--- src/rtl/cfp_pkg.sv ---
package cfp_pkg;

    localparam logic [7:0] ID_HI      = 8'h93;
    localparam logic [7:0] ID_LO      = 8'h01;
    localparam logic [7:0] CID0_MODE  = 8'h10;
    localparam logic [7:0] CID0_SPI   = 8'h01;
    localparam logic [7:0] CID0_PWM   = 8'h02;
    localparam logic [7:0] CID1_INIT  = 8'h00;
    localparam int         FLAG_ACK   = 7;
    localparam int         FLAG_CSUM  = 5;
    localparam int         LEN_W      = 8;
    localparam int         PLD_DEPTH  = 1 << LEN_W;

    typedef enum logic [3:0] {
        P_ID0, P_ID1, P_FLAGS, P_LEN, P_CID0, P_CID1, P_DATA, P_CK0, P_CK1
    } pstate_e;

    typedef enum logic [2:0] {
        M_CONF_COM    = 3'd0,
        M_CONF_PERIPH = 3'd1,
        M_DIAG        = 3'd2,
        M_NORMAL      = 3'd3,
        M_STOP        = 3'd4
    } mode_e;

    typedef struct packed {
        logic [7:0]       flags;
        logic [LEN_W-1:0] len;
        logic [7:0]       cid0;
        logic [7:0]       cid1;
    } hdr_t;

endpackage

--- src/rtl/cfp_gap_timer.sv ---
module cfp_gap_timer #(
    parameter int LIMIT = 1024
) (
    input  logic clk,
    input  logic rst_n,
    input  logic armed,
    input  logic byte_seen,
    output logic expire
);
    localparam int CW = (LIMIT > 2) ? $clog2(LIMIT) : 1;

    logic [CW-1:0] cnt_d, cnt_q;

    always_comb begin
        expire = armed && !byte_seen && (cnt_q == CW'(LIMIT - 1));
        if (!armed || byte_seen || expire) cnt_d = '0;
        else                               cnt_d = cnt_q + CW'(1);
    end

    always_ff @(posedge clk or negedge rst_n) begin
        if (!rst_n) cnt_q <= '0;
        else        cnt_q <= cnt_d;
    end

endmodule

--- src/rtl/cfp_byte_parser.sv ---
module cfp_byte_parser
    import cfp_pkg::*;
(
    input  logic             clk,
    input  logic             rst_n,
    input  logic             in_valid,
    input  logic [7:0]       in_byte,
    input  logic             gap_expire,
    output logic             hunting,
    output logic             wr_en,
    output logic [LEN_W-1:0] wr_addr,
    output logic [7:0]       wr_data,
    output logic             done,
    output logic             done_ok,
    output hdr_t             done_hdr
);
    typedef struct packed {
        pstate_e          st;
        hdr_t             hdr;
        logic [LEN_W-1:0] cnt;
        logic [15:0]      sum;
        logic             lo_half;
        logic [7:0]       ck_hi;
    } pst_t;

    pst_t q, d;
    logic body_end;
    logic [15:0] sum_acc;

    always_comb begin
        d        = q;
        wr_en    = 1'b0;
        wr_addr  = q.cnt;
        wr_data  = in_byte;
        done     = 1'b0;
        done_ok  = 1'b0;
        body_end = 1'b0;
        sum_acc  = q.sum ^ (q.lo_half ? {8'h00, in_byte} : {in_byte, 8'h00});

        if (gap_expire) begin
            d.st = P_ID0;
        end else if (in_valid) begin
            case (q.st)
                P_ID0: begin
                    if (in_byte == ID_HI) begin
                        d.st      = P_ID1;
                        d.sum     = {in_byte, 8'h00};
                        d.lo_half = 1'b1;
                    end
                end
                P_ID1: begin
                    if (in_byte == ID_LO) begin
                        d.st      = P_FLAGS;
                        d.sum     = sum_acc;
                        d.lo_half = 1'b0;
                    end else if (in_byte == ID_HI) begin
                        d.st      = P_ID1;
                        d.sum     = {in_byte, 8'h00};
                        d.lo_half = 1'b1;
                    end else begin
                        d.st = P_ID0;
                    end
                end
                P_FLAGS: begin
                    d.hdr.flags = in_byte;
                    d.sum       = sum_acc;
                    d.lo_half   = ~q.lo_half;
                    d.st        = P_LEN;
                end
                P_LEN: begin
                    d.hdr.len = in_byte;
                    d.sum     = sum_acc;
                    d.lo_half = ~q.lo_half;
                    d.st      = P_CID0;
                end
                P_CID0: begin
                    d.hdr.cid0 = in_byte;
                    d.sum      = sum_acc;
                    d.lo_half  = ~q.lo_half;
                    d.st       = P_CID1;
                end
                P_CID1: begin
                    d.hdr.cid1 = in_byte;
                    d.sum      = sum_acc;
                    d.lo_half  = ~q.lo_half;
                    d.cnt      = '0;
                    if (q.hdr.len != '0) d.st = P_DATA;
                    else                 body_end = 1'b1;
                end
                P_DATA: begin
                    wr_en     = 1'b1;
                    d.sum     = sum_acc;
                    d.lo_half = ~q.lo_half;
                    d.cnt     = q.cnt + LEN_W'(1);
                    if (q.cnt == q.hdr.len - LEN_W'(1)) body_end = 1'b1;
                end
                P_CK0: begin
                    d.ck_hi = in_byte;
                    d.st    = P_CK1;
                end
                P_CK1: begin
                    done    = 1'b1;
                    done_ok = ({q.ck_hi, in_byte} == q.sum);
                    d.st    = P_ID0;
                end
                default: d.st = P_ID0;
            endcase

            if (body_end) begin
                if (d.hdr.flags[FLAG_CSUM]) begin
                    d.st = P_CK0;
                end else begin
                    d.st    = P_ID0;
                    done    = 1'b1;
                    done_ok = 1'b1;
                end
            end
        end
    end

    assign hunting  = (q.st == P_ID0);
    assign done_hdr = d.hdr;

    always_ff @(posedge clk or negedge rst_n) begin
        if (!rst_n) begin
            q.st      <= P_ID0;
            q.hdr     <= '0;
            q.cnt     <= '0;
            q.sum     <= '0;
            q.lo_half <= 1'b0;
            q.ck_hi   <= '0;
        end else begin
            q <= d;
        end
    end

    AST_HUNT_AFTER_GAP: assert property (@(posedge clk) disable iff (!rst_n)
        gap_expire |=> (q.st == P_ID0));
    AST_DATA_IN_RANGE: assert property (@(posedge clk) disable iff (!rst_n)
        (q.st == P_DATA) |-> (q.cnt < q.hdr.len));
    AST_ID_GATE: assert property (@(posedge clk) disable iff (!rst_n)
        (q.st == P_ID0 && in_valid && in_byte != ID_HI) |=> (q.st == P_ID0));

endmodule

--- src/rtl/cfp_mode_ctrl.sv ---
module cfp_mode_ctrl
    import cfp_pkg::*;
(
    input  logic  clk,
    input  logic  rst_n,
    input  logic  done,
    input  logic  done_ok,
    input  hdr_t  done_hdr,
    output mode_e mode,
    output logic  cmd_valid,
    output hdr_t  cmd_hdr,
    output logic  ack_valid
);
    typedef struct packed {
        mode_e mode;
        logic  cmd_v;
        logic  ack_v;
        hdr_t  hdr;
    } mst_t;

    mst_t q, d;
    logic is_init;
    logic allowed;

    always_comb begin
        d       = q;
        d.cmd_v = 1'b0;
        d.ack_v = 1'b0;
        is_init = ((done_hdr.cid0 == CID0_SPI) || (done_hdr.cid0 == CID0_PWM))
                  && (done_hdr.cid1 == CID1_INIT);
        allowed = is_init ? (q.mode == M_CONF_PERIPH) : (q.mode == M_NORMAL);

        if (done) begin
            if (!done_ok) begin
                d.mode = M_STOP;
            end else begin
                d.ack_v = done_hdr.flags[FLAG_ACK];
                if (done_hdr.cid0 == CID0_MODE) begin
                    if (done_hdr.cid1 <= 8'd4) d.mode = mode_e'(done_hdr.cid1[2:0]);
                    else                       d.mode = M_STOP;
                end else if (allowed) begin
                    d.cmd_v = 1'b1;
                    d.hdr   = done_hdr;
                end else begin
                    d.mode = M_STOP;
                end
            end
        end
    end

    assign mode      = q.mode;
    assign cmd_valid = q.cmd_v;
    assign cmd_hdr   = q.hdr;
    assign ack_valid = q.ack_v;

    always_ff @(posedge clk or negedge rst_n) begin
        if (!rst_n) begin
            q.mode  <= M_CONF_COM;
            q.cmd_v <= 1'b0;
            q.ack_v <= 1'b0;
            q.hdr   <= '0;
        end else begin
            q <= d;
        end
    end

    AST_BAD_SUM_STOP: assert property (@(posedge clk) disable iff (!rst_n)
        (done && !done_ok) |=> (q.mode == M_STOP && !q.cmd_v && !q.ack_v));
    AST_TRANS_TARGET: assert property (@(posedge clk) disable iff (!rst_n)
        (done && done_ok && done_hdr.cid0 == CID0_MODE && done_hdr.cid1 <= 8'd4)
        |=> (q.mode == $past(done_hdr.cid1[2:0]) && !q.cmd_v));
    AST_INIT_IN_PERIPH: assert property (@(posedge clk) disable iff (!rst_n)
        (q.cmd_v && q.hdr.cid1 == CID1_INIT && (q.hdr.cid0 == CID0_SPI || q.hdr.cid0 == CID0_PWM))
        |-> ($past(q.mode) == M_CONF_PERIPH));
    AST_ACK_ONLY_VALID: assert property (@(posedge clk) disable iff (!rst_n)
        q.ack_v |-> $past(done && done_ok));

endmodule

--- src/rtl/cfp_payload_buf.sv ---
module cfp_payload_buf #(
    parameter int DEPTH = 256
) (
    input  logic                     clk,
    input  logic                     wr_en,
    input  logic [$clog2(DEPTH)-1:0] wr_addr,
    input  logic [7:0]               wr_data,
    input  logic [$clog2(DEPTH)-1:0] rd_addr,
    output logic [7:0]               rd_data
);
    logic [7:0] mem_q [DEPTH];

    always_ff @(posedge clk) begin
        if (wr_en) mem_q[wr_addr] <= wr_data;
    end

    assign rd_data = mem_q[rd_addr];

endmodule

--- src/rtl/cfp_frame_parser.sv ---
module cfp_frame_parser
    import cfp_pkg::*;
#(
    parameter int         GAP_LIMIT = 1024,
    parameter logic [7:0] ACK_CODE  = 8'hA5
) (
    input  logic             clk,
    input  logic             rst_n,
    input  logic             in_valid,
    input  logic [7:0]       in_byte,
    output logic             cmd_valid,
    output logic [7:0]       cmd_cid0,
    output logic [7:0]       cmd_cid1,
    output logic [7:0]       cmd_len,
    output logic [7:0]       cmd_flags,
    input  logic [LEN_W-1:0] pld_addr,
    output logic [7:0]       pld_data,
    output logic             ack_valid,
    output logic [7:0]       ack_byte,
    output logic [2:0]       mode
);
    logic             hunting;
    logic             gap_expire;
    logic             wr_en;
    logic [LEN_W-1:0] wr_addr;
    logic [7:0]       wr_data;
    logic             done;
    logic             done_ok;
    hdr_t             done_hdr;
    hdr_t             cmd_hdr;
    mode_e            mode_st;

    cfp_gap_timer #(.LIMIT(GAP_LIMIT)) u_gap (
        .clk       (clk),
        .rst_n     (rst_n),
        .armed     (!hunting),
        .byte_seen (in_valid),
        .expire    (gap_expire)
    );

    cfp_byte_parser u_parse (
        .clk        (clk),
        .rst_n      (rst_n),
        .in_valid   (in_valid),
        .in_byte    (in_byte),
        .gap_expire (gap_expire),
        .hunting    (hunting),
        .wr_en      (wr_en),
        .wr_addr    (wr_addr),
        .wr_data    (wr_data),
        .done       (done),
        .done_ok    (done_ok),
        .done_hdr   (done_hdr)
    );

    cfp_payload_buf #(.DEPTH(PLD_DEPTH)) u_buf (
        .clk     (clk),
        .wr_en   (wr_en),
        .wr_addr (wr_addr),
        .wr_data (wr_data),
        .rd_addr (pld_addr),
        .rd_data (pld_data)
    );

    cfp_mode_ctrl u_mode (
        .clk       (clk),
        .rst_n     (rst_n),
        .done      (done),
        .done_ok   (done_ok),
        .done_hdr  (done_hdr),
        .mode      (mode_st),
        .cmd_valid (cmd_valid),
        .cmd_hdr   (cmd_hdr),
        .ack_valid (ack_valid)
    );

    assign cmd_cid0  = cmd_hdr.cid0;
    assign cmd_cid1  = cmd_hdr.cid1;
    assign cmd_len   = cmd_hdr.len;
    assign cmd_flags = cmd_hdr.flags;
    assign ack_byte  = ack_valid ? ACK_CODE : 8'h00;
    assign mode      = mode_st;

endmodule

--- config.mk ---
export PLATFORM = sky130hd
export DESIGN_NAME = cfp_frame_parser
export DESIGN_NICKNAME = d
export VERILOG_FILES = /design/src/rtl/cfp_pkg.sv /design/src/rtl/cfp_gap_timer.sv /design/src/rtl/cfp_byte_parser.sv /design/src/rtl/cfp_mode_ctrl.sv /design/src/rtl/cfp_payload_buf.sv /design/src/rtl/cfp_frame_parser.sv
export SDC_FILE = /design/constraint.sdc
export NUM_CORES = 2
export LEC_CHECK = 0
export BUFFER_PORTS_ARGS = -buffer_cell sky130_fd_sc_hd__buf_4
export CAP_MARGIN = 20
export CORE_UTILIZATION = 51
export CTS_BUF_LIST = sky130_fd_sc_hd__clkbuf_8
export DETAILED_ROUTE_END_ITERATION = 8
export PLACE_DENSITY = 0.75
export SKIP_CTS_REPAIR_TIMING = 1
export SYNTH_ARGS = -nofsm -noshare
export SYNTH_HDL_FRONTEND = slang
export SYNTH_SLANG_ARGS = --single-unit
--- constraint.sdc ---
create_clock -name clk -period 2.4 [get_ports clk]
set_input_delay 0 -clock clk [delete_from_list [all_inputs] [get_ports clk]]
set_output_delay 0 -clock clk [all_outputs]
set_load 0.02 [all_outputs]
; ---- Word-level counts from Yosys, hierarchy flattened
; Memories as Yosys holds them, arrays and structs flattened.
; Cells that the tools add are included.
[classes]
n_eq_ne = 22
order_cmp = 1
n_bitwise = 4
mux = 55
n_reduce_logical = 21
n_addsub = 3
[ops]
columns = operator, count
row1 = $mux 69, 1
row2 = $mux 34, 2
row3 = $mux 65, 1
row4 = $mux 32, 2
row5 = $mux 8, 8
row6 = $pmux 17 s3, 1
row7 = $mux 17, 2
row8 = $pmux 4 s8, 1
row9 = $mux 1, 23
row10 = $eq 16x16->1, 1
row11 = $eq 4x3->1 const B, 4
row12 = $eq 8x1->1 const B, 2
row13 = $mux 16, 1
row14 = $mux 4, 4
row15 = $pmux 8 s2, 1
row16 = $xor 16x16->16, 1
row17 = $mux 3, 5
row18 = $add 10x1->10 const B, 1
row19 = $eq 10x10->1 const B, 1
row20 = $mux 10, 1
row21 = $reduce_and 3->1, 3
row22 = $add 8x1->8 const B, 1
row23 = $eq 4x2->1 const B, 2
row24 = $eq 8x2->1 const B, 1
row25 = 27 further kinds, 36
[word_totals]
elab_cells = 124
mem_count = 1
ram_bits = 2048
register_bits = 116
[mem_list]
columns = name, depth, width, read_ports, rd_clocked_by_memory_dff, write_ports, line_no
row1 = u_buf.mem_q, 256, 8, 1, 0, 1, cfp_payload_buf.sv:11  ; logic [7:0] mem_q [DEPTH];

; ---- Depth between registers and ports, before layout
[logic_depth]
depth_word = 17
mapped_depth = 10
ltp_nobuf = 10

; ---- By module
; From an unflattened synthesis, not the netlist that was laid out.
[unflattened]
cells_unflattened = 4307
area_unflattened_um2 = 85584.6
[modules_own_cells]
columns = mod, instances, area_per_inst_um2, seq_area_each_um2, cells_each
row1 = cfp_payload_buf, 1, 79396.1, 61499.0, 3725
row2 = cfp_byte_parser, 1, 3977.6, 1726.7, 419
row3 = cfp_mode_ctrl, 1, 1640.3, 925.9, 102
row4 = cfp_gap_timer, 1, 503.0, 250.2, 51
row5 = cfp_frame_parser, 1, 67.6, 0.0, 10

; ---- Least setup slack after synthesis
; Ideal clock, no wire load.
[synth_path]
path_type = reg-to-reg
from = register u_parse.q[65] (netlist name)
to = memory u_buf.mem_q[232][0], enable pin
arrival_time_ns = 2.276
path_slack_ns = -0.246
period_less_slack_ns = 2.646
setup_time_ns = 0.370
n_path_buf = 2
path_stages_with_launch = 9
path_cell_list = dfrtp_1 > buf_2 > nor2_2 > and3_1 > nand2_1 > nor3b_1 > nand3_1 > clkbuf_1 > nor2_1
[synth_via]
elab_chain_len = 7
[synth_lines]
columns = element, line_no
row1 = from (decl), cfp_byte_parser.sv:26  ; pst_t q, d;
row2 = branches (longest 4 deep; another with $eq 4x3->1), --
row3 = $mux 1 (*), cfp_byte_parser.sv:40  ; if (gap_expire) begin
row4 = $mux 1 (*), cfp_payload_buf.sv:14  ; if (wr_en) mem_q[wr_addr] <= wr_data;
row5 = $mux 1 (not written as such) (*), cfp_payload_buf.sv:14
row6 = to (decl), cfp_payload_buf.sv:11
; Mark *: on every way between the ends.

; ---- Final worst setup path
[layout_path]
from = memory u_buf.mem_q[15][2]
to = output pld_data[2]
[layout_via]
elab_chain_len = 1
[layout_lines]
columns = element, line_no
row1 = $mem_v2 256x8, --
row2 = to (decl), cfp_frame_parser.sv:17  ; output logic [7:0] pld_data,
; Every way passes these cells.

==> results.sh <==
export IMPL_status="finished with violations"
export IMPL_violations="DRC, setup timing"
export IMPL_seqPwrFrac=0.551
export IMPL_synth_seq_area_share=0.759
export IMPL_fin_nets=4706
export IMPL_ios=72
export IMPL_async_flop_share=0.0536
export IMPL_layout_drive_gt1_share=0.402
export IMPL_worstSetupPathType="reg -> out"
export IMPL_clock_tree_buffer_depth=4
export IMPL_hp_start="in_byte[4]"
export IMPL_skew_ns=0.0589
export IMPL_grt_max_degree=225
export IMPL_leakagePower_nw=33.4
export IMPL_core_area_um2=165000
export IMPL_root_buffer="clkbuf_8"
export IMPL_wl_mm=200
export IMPL_hold_path_class="in -> reg"
export IMPL_ant_nets=0
export IMPL_ys_ff_latch=2164
export IMPL_postLayoutCoreUtil=0.611
export IMPL_cp_arrival_ns=3.36
export IMPL_crit_path_frequent_cell="mux4_2"
export IMPL_avgViaCountPerCell=6.02
export IMPL_grt_overflow=0
export IMPL_slew_headroom=0.194
export IMPL_grt_pass1_wl_mm=291
export IMPL_clk_latency_ns=1.05
export IMPL_max_stage_delay_ns=0.56
export IMPL_synth_edf_count=2048
export IMPL_area_growth_pct=18.8
export IMPL_routed_via_count=42800
export IMPL_r2r_start="u_parse.q[66]"
export IMPL_dpl_hpwl_mm=125
export IMPL_worst_slew_pin_slew_ns=1.21
export IMPL_cp_start_kind="flop"
export IMPL_cts_sinks=2164
export IMPL_swShare=0.227
export IMPL_worstSetupStartpoint="u_buf.mem_q[15][2]"
export IMPL_yosys_top_cells_area="edfxtp_1 (72%), mux4_2 (17%), dfrtp_1 (3.4%)"
export IMPL_io_buffers=67
export IMPL_yosysWarnings=0
export IMPL_path_max_fanout=1
export IMPL_cp_num_cells=7
export IMPL_wl_per_cell_um=28.1
export IMPL_initial_utilization=0.514
export IMPL_cts_tree="done"
export IMPL_clk_pin_slew_ns=0.06
export IMPL_fin_crit_ns=3.36
export IMPL_finalSetupViolCount=43
export IMPL_powerDensity_nw_per_um2=755
export IMPL_synth_largest_area_cell="edfxtp_1"
export IMPL_max_freq_mhz=297
export IMPL_rows=149
export IMPL_synth_top_area_share=0.725
export IMPL_gp_congestion=0.842
export IMPL_combPwrFrac=0.078
export IMPL_final_common_cell="edfxtp_1"
export IMPL_setup_ws_ns=-0.965
export IMPL_path_delay_family="multiplexers"
export IMPL_grt_pass1_vias=43400
export IMPL_slew_violations=0
export IMPL_syn_avg_cell_area_um2=22.0
export IMPL_syn_area_um2=84800
export IMPL_reg2reg_depth=10
export IMPL_path_buf_inv=2
export IMPL_slowest_stage="mux4_2"
export IMPL_die_height_um=410
export IMPL_ir_drop_mv=0.670
export IMPL_first_iter_violations=4962
export IMPL_cp_end_kind="primary output"
export IMPL_rsz0062_at_grt="true"
export IMPL_antenna_found_initial=7
export IMPL_worstPathRequired_ns=2.40
export IMPL_clkPwrFrac=0.371
export IMPL_power_switching_w=0.0173
export IMPL_drv_cap=0
export IMPL_fp_dieArea_um2=168000
export IMPL_hold_viol_final=0
export IMPL_synth_distinct_cells=70
export IMPL_whs_ns=0.0205
export IMPL_drc_errors=12
export IMPL_post_route_period_util=1.40
export IMPL_path_cells="mux4_2, mux4_2, mux2i_2, buf_4, a22oi_2, and4_4, buf_6"
export IMPL_grt_usage=0.237
export IMPL_hold_depth=3
export IMPL_die_w_um=410
export IMPL_yosys_most_used_dff="edfxtp_1"
export IMPL_post_place_ws_ns=-0.547
export IMPL_fill_cells=10900
export IMPL_layout_common_cells="edfxtp_1 (2048), mux4_2 (640), buf_4 (535), clkbuf_8 (364), nor2_1 (210)"
export IMPL_htree_levels=5
export IMPL_p_int_w=0.0588
export IMPL_first_pass_iters=7
export IMPL_numCtsBuffers=352
export IMPL_netlist_instances=3852
[layer usage]
metal | part of all wire | track usage | wire length (µm)
met5 | 0.00016 | 0 | 31
met4 | 0.025 | 0.0712 | 5070
met3 | 0.086 | 0.0434 | 17100
met2 | 0.50 | 0.385 | 100000
met1 | 0.39 | 0.331 | 77200
[cell usage after synthesis (all sizes together) (7+ instances only)]
cell type	number
edfxtp	2048
mux4	640
nor2	311
clkbuf	133
dfrtp	116
buf	97
nand2	71
mux2i	66
mux2	61
o21ai	35
a22oi	33
nand3	31
a21oi	27
xnor2	25
nand4	15
xor2	13
and4	9
inv	9
nor3	8
nor3b	8
nor2b	7
nor4	7
[cells by family after synthesis]
logic type / synth area share
simple gates: 0.0266
mux: 0.187
flops: 0.759
other cells: 0.0000442
buf+inv: 0.0122
xor+xnor: 0.00392
fa+ha+maj: 0.000885
compound gates: 0.0102
[state kept, by name (all words and copies together) (netlist names)]
signal	cells
u_parse.wr_addr	8
u_mode.ack_valid	1
u_parse.q	61
u_gap.cnt_q	10
u_mode.cmd_valid	1
u_buf.mem_q	2048
u_mode.cmd_hdr	32
u_mode.mode	3
[path summary, 6_finish.rpt]
path,endpoint,slack (ns)
worst min register to register,u_gap.cnt_q[0],0.50
min in group asynchronous,u_mode.cmd_hdr[5],0.06
max in group asynchronous,u_parse.q[66],1.94
worst max-delay path,pld_data[2],-0.96
worst min-delay path,u_parse.q[45],0.02
worst max register to register,u_mode.cmd_hdr[23],-0.31
[power by group through the flow]
stage | clock, W | combinational, W | sequential (W)
detailed placement | 0 | 0.00561 | 0.0427
global placement | 0 | 0.00549 | 0.0427
CTS | 0.0287 | 0.00562 | 0.0419
global route | 0.0303 | 0.00630 | 0.0420
floorplan | 0 | 0.00299 | 0.0426
finish | 0.0282 | 0.00593 | 0.0419
[layout make-up]
type                    count  area [µm²]  area share
diodes                      4        10.0   0.0000993
clock buffers             364        5010      0.0497
clock inverters           221        1010      0.0101
inverters                  10        37.5    0.000372
multi-input cells        1451       20600       0.204
flip-flops and latches   2164       64400       0.639
well taps                2189        2740      0.0272
repair buffers            702        7000      0.0695
[worst min-delay path, cell delays in order]
cell and delay (ns):
dlygate4sd3_1 0.57, buf_8 0.20, mux2_2 0.21
[per-stage QoR]
stage / instances / power [W] / setup TNS (ns) / instance area, µm²
after detailed placement: 6472 / 0.0483 / -78.30 / 93600
after global placement: 6472 / 0.0482 / -44.83 / 93600
after CTS: 7057 / 0.0762 / -90.57 / 99600
after floorplan: 3855 / 0.0456 / -100.00 / 85500
final: 7105 / 0.0761 / -17.03 / 101000
after global routing: 7104 / 0.0785 / -22.33 / 101000
Note: power is estimated with default switching activity, not from simulation.
